--- src/rtl/cap_timer_pkg.sv ---
// Package: shared definitions for the capture timer.
// Assumes: mode select is a single bit driven by a control register elsewhere.
package cap_timer_pkg;
    typedef enum logic {
        TMR_MODE_FREE   = 1'b0,
        TMR_MODE_PERIOD = 1'b1
    } tmr_mode_e;
endpackage

--- src/rtl/cap_timer_sync.sv ---
// Module: cap_timer_sync
// Brings an asynchronous pin into the clock domain through STAGES flops and
// flags one cycle for each transition of the selected polarity.
// Assumes: STAGES >= 2; the pin is low when reset is released.
module cap_timer_sync #(
    parameter int STAGES = 2
) (
    input  logic clk,
    input  logic rst_n,
    input  logic pin_async,
    input  logic fall_sel,
    output logic edge_hit
);
    logic synced;
    logic prev_q;

    for (genvar g = 0; g < STAGES; g++) begin : g_stage
        logic q;
        if (g == 0) begin : g_first
            // first stage: sample the raw pin
            always_ff @(posedge clk) begin
                if (!rst_n) q <= 1'b0;
                else        q <= pin_async;
            end
        end else begin : g_next
            // later stages: shift the sample along the chain
            always_ff @(posedge clk) begin
                if (!rst_n) q <= 1'b0;
                else        q <= g_stage[g-1].q;
            end
        end
    end

    assign synced = g_stage[STAGES-1].q;

    // keep last synchronized level for edge detection
    always_ff @(posedge clk) begin
        if (!rst_n) prev_q <= 1'b0;
        else        prev_q <= synced;
    end

    // choose rising or falling transition
    always_comb begin
        if (fall_sel) edge_hit = prev_q & ~synced;
        else          edge_hit = ~prev_q & synced;
    end
endmodule

--- src/rtl/cap_timer_counter.sv ---
// Module: cap_timer_counter
// Down-counter with reload latch, staged low-byte write and underflow pulse.
// Assumes: WIDTH is even; a high-byte write takes priority over a capture
// reload, which takes priority over a count tick.
module cap_timer_counter #(
    parameter int WIDTH = 16
) (
    input  logic               clk,
    input  logic               rst_n,
    input  logic               tick,
    input  logic               wr_lo,
    input  logic               wr_hi,
    input  logic [WIDTH/2-1:0] wdata,
    input  logic               cap_reload,
    output logic [WIDTH-1:0]   cnt_q,
    output logic [WIDTH-1:0]   latch_q,
    output logic               irq_unf
);
    localparam int BYTE_W = WIDTH / 2;
    localparam logic [WIDTH-1:0] ONE = {{(WIDTH-1){1'b0}}, 1'b1};

    logic [BYTE_W-1:0] stage_lo;
    logic [WIDTH-1:0]  commit_val;

    assign commit_val = {wdata, stage_lo};

    // hold the low byte until the high byte arrives
    always_ff @(posedge clk) begin
        if (!rst_n)     stage_lo <= '0;
        else if (wr_lo) stage_lo <= wdata;
    end

    // reload latch: changes only on a committed write
    always_ff @(posedge clk) begin
        if (!rst_n)     latch_q <= '0;
        else if (wr_hi) latch_q <= commit_val;
    end

    // counter: commit, capture reload, or count with underflow reload
    always_ff @(posedge clk) begin
        if (!rst_n) begin
            cnt_q   <= '0;
            irq_unf <= 1'b0;
        end else begin
            irq_unf <= 1'b0;
            if (wr_hi) begin
                cnt_q <= commit_val;
            end else if (cap_reload) begin
                cnt_q <= latch_q;
            end else if (tick) begin
                if (cnt_q == '0) begin
                    cnt_q   <= latch_q;
                    irq_unf <= 1'b1;
                end else begin
                    cnt_q <= cnt_q - ONE;
                end
            end
        end
    end
endmodule

--- src/rtl/cap_timer_capture.sv ---
// Module: cap_timer_capture
// Capture register with read-once hold, read source mux and low-byte shadow.
// Assumes: software reads high byte then low byte; rd_hi wins if both strobe.
module cap_timer_capture #(
    parameter int WIDTH = 16
) (
    input  logic               clk,
    input  logic               rst_n,
    input  logic               mode_period,
    input  logic               cap_ev,
    input  logic [WIDTH-1:0]   cnt_q,
    input  logic               rd_hi,
    input  logic               rd_lo,
    output logic [WIDTH/2-1:0] rdata,
    output logic               cap_take,
    output logic               held_q,
    output logic [WIDTH-1:0]   cap_val_q,
    output logic               irq_cap
);
    localparam int BYTE_W = WIDTH / 2;

    logic [WIDTH-1:0]  src;
    logic [BYTE_W-1:0] shadow_q;

    assign cap_take = cap_ev & ~held_q;
    assign src      = mode_period ? cap_val_q : cnt_q;

    // capture value and its hold flag
    always_ff @(posedge clk) begin
        if (!rst_n) begin
            cap_val_q <= '0;
            held_q    <= 1'b0;
        end else if (cap_take) begin
            cap_val_q <= cnt_q;
            held_q    <= 1'b1;
        end else if (rd_lo) begin
            held_q    <= 1'b0;
        end
    end

    // capture interrupt pulse, one cycle per accepted edge
    always_ff @(posedge clk) begin
        if (!rst_n) irq_cap <= 1'b0;
        else        irq_cap <= cap_ev;
    end

    // low-byte shadow taken on the high-byte read
    always_ff @(posedge clk) begin
        if (!rst_n)     shadow_q <= '0;
        else if (rd_hi) shadow_q <= src[BYTE_W-1:0];
    end

    // read data mux
    always_comb begin
        if (rd_hi)      rdata = src[WIDTH-1:BYTE_W];
        else if (rd_lo) rdata = shadow_q;
        else            rdata = '0;
    end
endmodule

--- src/rtl/capture_timer16.sv ---
// Module: capture_timer16 (top)
// 16-bit reloadable down-timer with byte register port and period capture.
// Assumes: strobes are single-cycle requests from a register decoder;
// cap_pin is asynchronous; src_ticks are clock-enables in this domain.
module capture_timer16
    import cap_timer_pkg::*;
#(
    parameter int WIDTH       = 16,
    parameter int NSRC        = 4,
    parameter int SYNC_STAGES = 2
) (
    input  logic                    clk,
    input  logic                    rst_n,
    input  logic [NSRC-1:0]         src_ticks,
    input  logic [$clog2(NSRC)-1:0] src_sel,
    input  logic                    mode_sel,
    input  logic                    edge_fall,
    input  logic                    cap_pin,
    input  logic                    wr_lo,
    input  logic                    wr_hi,
    input  logic                    rd_lo,
    input  logic                    rd_hi,
    input  logic [WIDTH/2-1:0]      wdata,
    output logic [WIDTH/2-1:0]      rdata,
    output logic                    irq_unf,
    output logic                    irq_cap
);
    logic             tick;
    logic             mode_period;
    logic             edge_hit;
    logic             cap_ev;
    logic             cap_take;
    logic             held_q;
    logic [WIDTH-1:0] cnt_q;
    logic [WIDTH-1:0] latch_q;
    logic [WIDTH-1:0] cap_val_q;

    assign tick        = src_ticks[src_sel];
    assign mode_period = (tmr_mode_e'(mode_sel) == TMR_MODE_PERIOD);
    assign cap_ev      = edge_hit & mode_period;

    cap_timer_sync #(.STAGES(SYNC_STAGES)) u_sync (
        .clk       (clk),
        .rst_n     (rst_n),
        .pin_async (cap_pin),
        .fall_sel  (edge_fall),
        .edge_hit  (edge_hit)
    );

    cap_timer_counter #(.WIDTH(WIDTH)) u_counter (
        .clk        (clk),
        .rst_n      (rst_n),
        .tick       (tick),
        .wr_lo      (wr_lo),
        .wr_hi      (wr_hi),
        .wdata      (wdata),
        .cap_reload (cap_ev),
        .cnt_q      (cnt_q),
        .latch_q    (latch_q),
        .irq_unf    (irq_unf)
    );

    cap_timer_capture #(.WIDTH(WIDTH)) u_capture (
        .clk         (clk),
        .rst_n       (rst_n),
        .mode_period (mode_period),
        .cap_ev      (cap_ev),
        .cnt_q       (cnt_q),
        .rd_hi       (rd_hi),
        .rd_lo       (rd_lo),
        .rdata       (rdata),
        .cap_take    (cap_take),
        .held_q      (held_q),
        .cap_val_q   (cap_val_q),
        .irq_cap     (irq_cap)
    );
endmodule

--- config.mk ---
export PLATFORM = sky130hd
export DESIGN_NAME = capture_timer16
export DESIGN_NICKNAME = d
export VERILOG_FILES = /design/src/rtl/cap_timer_pkg.sv /design/src/rtl/cap_timer_sync.sv /design/src/rtl/cap_timer_counter.sv /design/src/rtl/cap_timer_capture.sv /design/src/rtl/capture_timer16.sv
export SDC_FILE = /design/constraint.sdc
export NUM_CORES = 1
export LEC_CHECK = 0
export BUFFER_PORTS_ARGS = -buffer_cell sky130_fd_sc_hd__buf_4
export CORE_MARGIN = 8
export CORE_UTILIZATION = 46
export CTS_CLUSTER_SIZE = 28
export DETAILED_ROUTE_END_ITERATION = 12
export GPL_ROUTABILITY_DRIVEN = 0
export SKIP_LAST_GASP = 1
export SYNTH_ARGS = -nofsm -noshare
export SYNTH_HDL_FRONTEND = slang
export SYNTH_SLANG_ARGS = --single-unit
--- constraint.sdc ---
create_clock -name clk -period 3.26 [get_ports clk]
set_input_delay 0.163 -clock clk [delete_from_list [all_inputs] [get_ports clk]]
set_output_delay 0.163 -clock clk [all_outputs]
set_load 0.005 [all_outputs]
* Word-level counts from Yosys, hierarchy flattened
Cells that the tools add are included.
** Cells by class
- Add/subtract/negate cells :: 1
- $lt $le $gt $ge :: 1
- Mux-type cells :: 13
- Bitwise gates (word level) :: 9
- Reductions and logical operators :: 4
** Operators by type and width (count)
- 2-to-1 mux 16 bit :: 5
- logical NOT 16 bit :: 1
- 2-to-1 mux 8 bit :: 2
- subtractor 16 x 1 -> 16 bit (second input constant) :: 1
- 2-to-1 mux 1 bit :: 5
- inverter 1 bit :: 5
- AND 1 bit :: 4
- OR reduction 4 bit :: 1
- < comparator 2 x 3 -> 1 bit (second input constant) :: 1
- nonzero test 3 bit :: 1
- binary-select mux 1 bit (select 2 bit) :: 1
- nonzero test 2 bit :: 1
** Word-level totals
- Bits in registers :: 70
- Bits of input ports :: 23
- Output and inout bits :: 10

* Depth between registers and ports, before layout
Gate-level depths: netlist of the first run.
- Word-level depth :: 6
- Depth in mapped cells :: 8
- Depth with buffers taken out :: 7

* Cells and area by module
A second synthesis of the first run with hierarchy kept.
** Unflattened totals
- Cells, all modules :: 400
- Area, all modules :: 3557.2 um^2
** Modules (own cells, without submodules)
- cap_timer_counter :: times used 1, cells each 243, area an instance 2175.8 um^2, sequential area each 820.8 um^2
- cap_timer_capture :: times used 1, cells each 146, area an instance 1251.2 um^2, sequential area each 520.5 um^2
- cap_timer_sync :: times used 1, cells each 9, area an instance 101.3 um^2, sequential area each 60.1 um^2
- capture_timer16 :: times used 1, cells each 2, area an instance 28.8 um^2, sequential area each 0.0 um^2

* Least setup slack after synthesis of the first run
Ideal clock, no wire load.
- Path type :: reg2reg
- From :: register u_counter.cnt_q[8]
- To :: register u_counter.cnt_q[11]
- Library setup time :: 84 ps
- Data arrival time :: 1980 ps
- Data required time :: 3176 ps
- Slack :: 1196 ps
- Stages on the path, launching flop included :: 9
- Period minus slack after synthesis :: 2064 ps
- Cell sequence :: dfxtp_1 buf_6 or4_4 buf_6 nor4_4 or2_1 buf_6 and3b_1 o31ai_2
** On the way
- Cells in the longest elaborated chain, start to end :: 5
- Elaborated cells between the ends (all ways) :: 6
- Classes of those cells :: 1 x add/sub; 4 x mux; 1 x reduce/logical
** Ends and longest elaborated chain
- from (decl) :: line cap_timer_counter.sv:15 : output logic [WIDTH-1:0] cnt_q,
- from (signal assigned) :: line cap_timer_counter.sv:47 : cnt_q <= commit_val;
- from (signal assigned) :: line cap_timer_counter.sv:49 : cnt_q <= latch_q;
- from (signal assigned) :: line cap_timer_counter.sv:52 : cnt_q <= latch_q;
- subtractor 16 x 1 -> 16 bit / logical NOT 16 bit (equally long branches) :: line cap_timer_counter.sv:55, cap_timer_counter.sv:51
- 2-to-1 mux 16 bit (*) :: line cap_timer_counter.sv:51 : if (cnt_q == '0) begin
- 2-to-1 mux 16 bit (*) :: line cap_timer_counter.sv:50 : end else if (tick) begin
- 2-to-1 mux 16 bit (*) :: line cap_timer_counter.sv:48 : end else if (cap_reload) begin
- 2-to-1 mux 16 bit (*) :: line cap_timer_counter.sv:46 : if (wr_hi) begin
Mark *: on every way between the ends. The rest lies on a longest branch, timed or not. The select of a mux whose other input is x is not followed.
A chain may end at the register's enable or synchronous reset.

* Final worst setup path of the first run
- From :: register u_counter.cnt_q[4]
- To :: register u_counter.cnt_q[11]
The elaborated chain is that of the path after synthesis.

==> results of run 1 <==
## kinds of logic (layout without fill, tap and decap cells)
logic type	Yosys count	after routing
and+or+nand+nor	145	145
muxes	48	48
AOI/OAI and AO/OA	69	69
DFF	70	70
adders and majority gates	2	2
xor gates and xnor gates	8	8
buffers and inverters	37	58
## stage by stage
step / cell area (µm²) / hold slack [ns] / cells / utilization [%] / worst slack, ns
global placement: 3600 / 0.371 / 483 / 50.2 / 0.721
detailed placement: 3600 / 0.373 / 483 / 50.2 / 0.659
finish: 3860 / 0.0225 / 499 / 53.8 / 0.629
CTS: 3860 / 0.00265 / 499 / 53.8 / 0.653
global route: 3860 / 0.0183 / 499 / 53.8 / 0.477
floorplan: 3360 / 0.290 / 379 / - / 1.20
## registers in the layout (all words and copies together) (netlist names)
name / flops
u_capture.cap_val_q: 16
u_capture.held_q: 1
u_capture.irq_cap: 1
u_capture.shadow_q: 8
u_counter.cnt_q: 16
u_counter.irq_unf: 1
u_counter.latch_q: 16
u_counter.stage_lo: 8
u_sync.g_stage.q: 2
u_sync.prev_q: 1
## worst min path at each step
stage / from / to / slack (ns) / depth (start not counted)
global route: cap_pin / u_sync.g_stage[0].q$_SDFF_PN0_ / 0.02 / 2
finish: cap_pin / u_sync.g_stage[0].q$_SDFF_PN0_ / 0.02 / 2
floorplan: cap_pin / u_sync.g_stage[0].q$_SDFF_PN0_ / 0.29 / 1
CTS: cap_pin / u_sync.g_stage[0].q$_SDFF_PN0_ / 0.003 / 2
detailed placement: cap_pin / u_sync.g_stage[0].q$_SDFF_PN0_ / 0.37 / 2
global placement: cap_pin / u_sync.g_stage[0].q$_SDFF_PN0_ / 0.37 / 2
## synthesized netlist by cell type (all sizes together), types with 3 or more instances
master / n / area share, %
a211oi: 14 / 3.1
a21oi: 10 / 1.5
a31oi: 3 / 0.56
a41oi: 4 / 1.0
and2: 10 / 1.9
buf: 14 / 2.5
clkbuf: 17 / 1.9
dfxtp: 70 / 42
inv: 6 / 0.67
mux2: 11 / 3.7
mux2i: 36 / 11
nand2: 31 / 3.5
nand3: 11 / 1.6
nor2: 52 / 5.9
nor2b: 3 / 0.56
nor3: 10 / 1.5
nor4: 7 / 1.9
o21ai: 18 / 2.7
o22ai: 3 / 0.56
o31ai: 8 / 1.9
or3: 7 / 1.3
or4: 3 / 0.78
xnor2: 3 / 0.78
xor2: 5 / 1.3
## where the power goes
group	leakage, nW	switching [W]	total (W)	internal (W)
logic	0.820	0.000233	0.000419	0.000185
clock network	0.130	0.000329	0.000915	0.000586
registers	0.573	0.0000685	0.000977	0.000909
total	1.52	0.000630	0.00231	0.00168
## final cells by class
type                       instances  area [µm²]  share of cell area, %
multi-input combinational        272        1780                   46.2
sequential                        70        1400                   36.3
timing repair buffer              36         270                   6.99
clock inverter                     6         134                   3.47
clock buffer                      10         128                   3.30
tap                               99         124                   3.21
inverter                           6        22.5                  0.583
## cells in the final DEF, fill, tap and decap left out, types with 4 or more instances in the layout
cell type | netlist | routed
nand3_1 | 11 | 11
a211oi_1 | 14 | 14
nor2_1 | 51 | 51
mux2_2 | 11 | 11
a21oi_1 | 10 | 10
o21ai_0 | 18 | 18
inv_1 | 6 | 6
a41oi_1 | 4 | 4
xor2_1 | 5 | 5
bufinv_16 | 0 | 4
dfxtp_1 | 70 | 70
mux2i_1 | 36 | 36
nor4_1 | 5 | 5
clkbuf_8 | 0 | 9
nand2_1 | 31 | 31
or3_1 | 7 | 7
nor3_1 | 10 | 10
buf_4 | 1 | 36
and2_1 | 10 | 10
o31ai_1 | 7 | 7
## metal layers
layer | up-vias | global-route usage [%]
met4 | 0 | 5.84
met2 | 55 | 24.5
met3 | 6 | 4.74
met1 | 1271 | 20.9
met5 | - | 0
li1 | 1374 | -
==> impl_metrics.tcl, run 1 <==
set metrics [dict create \
    outcome "complete, no violations" \
    finalSetupViolations 0 \
    cts_buffers 9 \
    synth_cells 379 \
    ys_ff_latch 70 \
    via_per_inst 5.42 \
    fillCellCount 689 \
    layout_min_cycle_time_ns 2.63 \
    async_flop_share_pct 0 \
    fp.dieW_um 101 \
    min_period_over_period_pct 80.7 \
    wl_met3_um 314 \
    yosysWarnings 0 \
    path_max_fanout 20 \
    wl_per_cell_um 15.8 \
    critPathArrivalTime_ns 2.89 \
    vdd_ir_drop_max_uv 384 \
    synth_compound_area_share_pct 13.6 \
    first_pass_iters 4 \
    clkSlewWorstSetupHoldPaths_ns 0.07 \
    hold_viol 0 \
    critPathKind "reg -> reg" \
    hold_class "in -> reg" \
    grt_max_degree 48 \
    synthSimpleGateAreaFrac_pct 21.6 \
    setup_tns_ns 0 \
    maxCapViolations 0 \
    critical_path_cell_count 5 \
    wirelength_um 7870 \
    drv_slew 0 \
    crit_path_end "u_counter.cnt_q[11]$_SDFFE_PN0P_" \
    area.growth.synth_to_final_pct 15.1 \
    synth_cell_types 52 \
    worst-path-buf-inv 0 \
    n_antenna_cell 0 \
    ioPinCount 33 \
    portBuffers 32 \
    post-route-drc-count 0 \
    cts_resized 0 \
    seq_area_frac_synth_pct 41.8 \
    synthesis.nets 404 \
    r2r_cells 5 \
    overflow 0 \
    slowest_stage "or4_1" \
    path_cells "or4_1 > nor4_4 > or2_1 > and3b_1 > o31ai_2" \
    dp.final_hpwl_um 5390 \
    antenna_left 0 \
    drt_iter0_markers 185 \
    met2_wirelength_um 3470 \
    synth-main-ff-cell "dfxtp_1" \
    top_layer_used "met4" \
    cp-end-kind "flop" \
    antenna_found_initial 0 \
    cts_setup_buffers 0 \
    grt_pass1_vias 2545 \
    synth_xor_area_share_pct 2.09 \
    synth_area_mm2 0.00336 \
    vias 2706 \
    htree_levels 3 \
    cp-startpoint "u_counter.cnt_q[4]$_SDFFE_PN0P_" \
    cts_tree "done" \
    cts_sinks 70 \
    die_h_um 101 \
    initial_utilization_pct 46.8 \
    synthAdderAreaFrac_pct 0.746 \
    cts-root-buf "clkbuf_8" \
    nNetsFinal 420 \
    timing.rr.end "u_counter.cnt_q[11]$_SDFFE_PN0P_" \
    clockBufferDepth 2 \
    grt_pass1_wl_um 13000 \
    syn_avg_cell_area_um2 8.85 \
    cellPowerDensity_mw_per_mm2 598 \
    die_area_mm2 0.0103 \
    max_freq_ghz 0.380 \
    cts_hold_buf 0 \
    crit_family "simple AND/OR/NAND/NOR gates" \
    synthMuxAreaShare_pct 15.1 \
    leakage_nw 1.52 \
    finalPower_w 0.00231 \
    clock_latency_ns 0.34 \
    rows 31 \
    reg2reg_setup_slack_ns 0.63 \
    synth_top_family_by_area "simple AND/OR/NAND/NOR gates" \
    rsz0062_at_grt "no" \
    core_mm2 0.00718 \
    met1_length_um 3990 \
    grt_usage_pct 16.1 \
    worst_pin_slew_ns 0.695 \
    relSlewSlack_pct 53.7 \
    max_stage_delay_ns 0.73 \
    r2r-start "u_counter.cnt_q[4]$_SDFFE_PN0P_" \
    cp-start-kind "flop" \
    synth-edff-count 0 \
    drive_gt1_share_pct 17.5 \
    required_ns 3.52 \
    clock-skew-final_ns 0.0120 \
]
No activity file was read; power rests on OpenSTA's default activity.
==> inputs of run 2 (changes only) <==
--- a/config.mk
+++ b/config.mk
@@ -11,6 +11,7 @@
 export CTS_CLUSTER_SIZE = 28
 export DETAILED_ROUTE_END_ITERATION = 12
 export GPL_ROUTABILITY_DRIVEN = 0
+export PLACE_DENSITY = 0.67
 export SKIP_LAST_GASP = 1
 export SYNTH_ARGS = -nofsm -noshare
 export SYNTH_HDL_FRONTEND = slang
==> constraint.sdc (replaced) <==
create_clock -name clk -period 2.4 [get_ports clk]
set_input_delay 0.12 -clock clk [delete_from_list [all_inputs] [get_ports clk]]
set_output_delay 0.12 -clock clk [all_outputs]
set_load 0.005 [all_outputs]
==> impl_metrics.tcl, run 2 (synthesized netlist as in run 1, its figures left out) <==
set metrics [dict create \
    grt_pass1_wl_um 13100 \
    outcome "complete, no violations" \
    post-route-drc-count 0 \
    layout_min_cycle_time_ns 2.21 \
    worst_pin_slew_ns 0.613 \
    hold_path_depth 3 \
    htree_levels 3 \
    cellPowerDensity_mw_per_mm2 730 \
    core_mm2 0.00718 \
    die_area_mm2 0.0103 \
    ioPinCount 33 \
    cp-startpoint "u_counter.cnt_q[6]$_SDFFE_PN0P_" \
    layout_setup_ws_ns 0.185 \
    n_antenna_cell 0 \
    grt_pass1_vias 2659 \
    cts-root-buf "clkbuf_8" \
    nNetsFinal 433 \
    cts_sinks 70 \
    grt_max_degree 37 \
    wl_per_cell_um 15.6 \
    r2r-start "u_counter.cnt_q[6]$_SDFFE_PN0P_" \
    cts_tree "done" \
    cts_buffers 9 \
    regArea_mm2 0.00140 \
    leakage_nw 1.56 \
    relSlewSlack_pct 59.1 \
    critPathKind "reg -> reg" \
    portBuffers 32 \
    timing.rr.end "u_counter.cnt_q[6]$_SDFFE_PN0P_" \
    reg2reg_setup_slack_ns 0.19 \
    hold_viol 0 \
    hold_end "u_counter.stage_lo[4]$_SDFFE_PN0P_" \
    setup_tns_ns 0 \
    critPathArrivalTime_ns 2.42 \
    finalPower_w 0.00285 \
    max_freq_ghz 0.451 \
    clkSlewWorstSetupHoldPaths_ns 0.06 \
    final_cell_count_no_fill 511 \
    clock-skew-final_ns 0.0106 \
    maxCapViolations 0 \
    antenna_left 0 \
    final_cell_mix "dfxtp_1 (70), nor2_1 (51), buf_4 (47)" \
    top_regs "u_capture.cap_val_q x16, u_counter.cnt_q x16, u_counter.latch_q x16" \
    area.growth.synth_to_final_pct 16.4 \
    die_h_um 101 \
    cp-end-kind "flop" \
    first_pass_iters 5 \
    antenna_found_initial 0 \
    dp.final_hpwl_um 5650 \
    drive_gt1_share_pct 19.7 \
    initial_utilization_pct 46.8 \
    path_max_fanout 10 \
    clockBufferDepth 2 \
    finalSetupViolations 0 \
    required_ns 2.60 \
    r2r_cells 6 \
    overflow 0 \
    cts_setup_buffers 0 \
    wirelength_um 7980 \
    fp.dieW_um 101 \
    via_per_inst 5.51 \
    drv_slew 0 \
    multi_input_area_mm2 0.00179 \
    final_common_cell "dfxtp_1" \
    drt_iter0_markers 242 \
    dpl.cell_count 495 \
    clock_latency_ns 0.34 \
    grt_usage_pct 16.2 \
    min_period_over_period_pct 92.3 \
    vias 2817 \
    rsz0062_at_grt "no" \
    rows 31 \
    cp-start-kind "flop" \
    place_ws_ns 0.156 \
    fillCellCount 646 \
    hp-start "wdata[4]" \
    vdd_ir_drop_max_uv 405 \
    hold_class "in -> reg" \
]
run 2: changes by cell type in the layout (fill, tap and decap cells not counted), sizes merged:
cell         before  now
dlygate4sd3       0    1
clkinv            2    0
clkbuf           10   15
buf              36   48
bufinv            4    0
run 2: layout make-up:
class                           count  area share (%)
Inverter                            6           0.577
Multi-Input combinational cell    272            45.8
Timing Repair Buffer               49            9.80
Clock buffer                       15            4.77
Tap cell                           99            3.17
Sequential cell                    70            35.9
run 2: critical path, cell delays in order, from the launching register on:
cell	delay, ns
dfxtp_1	0.35
or4_1	0.60
buf_4	0.21
nor4_2	0.47
nor3_1	0.10
a211oi_1	0.25
o31ai_1	0.10
run 2: timing repair:
item,in CTS,in global routing
hold endpoints to repair,1,0
setup endpoints to repair,0,1
gates resized for setup,0,1
hold buffers,1,0
run 2: worst max path at each step:
stage | end | depth (start not counted)
floorplan | u_counter.cnt_q[11]$_SDFFE_PN0P_ | 8
global placement | u_counter.cnt_q[11]$_SDFFE_PN0P_ | 8
detailed placement | u_counter.cnt_q[11]$_SDFFE_PN0P_ | 8
CTS | u_counter.cnt_q[11]$_SDFFE_PN0P_ | 8
global route | u_counter.cnt_q[12]$_SDFFE_PN0P_ | 7
finish | u_counter.cnt_q[6]$_SDFFE_PN0P_ | 6
run 2: metrics by stage:
stage	hold slack [ns]	utilization, %	instance area, µm²
after floorplan	0.247	-	3360
after global placement	0.329	51.6	3700
after detailed placement	0.334	51.6	3700
after CTS	0.0287	54.4	3900
after global routing	0.0330	54.4	3910
final	0.0350	54.4	3910
run 2: power by group:
group / leakage (nW) / internal [W] / switching (W)
combinational: 0.889 / 0.000297 / 0.000363
clock: 0.0958 / 0.000484 / 0.000403
sequential: 0.573 / 0.00124 / 0.0000663
total: 1.56 / 0.00202 / 0.000832
run 2: metal layers:
metal | GRT usage (%) | part of all wire [%] | vias to the layer above
met5 | 0 | 0 | -
met4 | 8.13 | 2.6 | 0
met3 | 3.23 | 6.0 | 17
met2 | 25.1 | 42 | 99
met1 | 20.9 | 49 | 1299
li1 | - | - | 1402
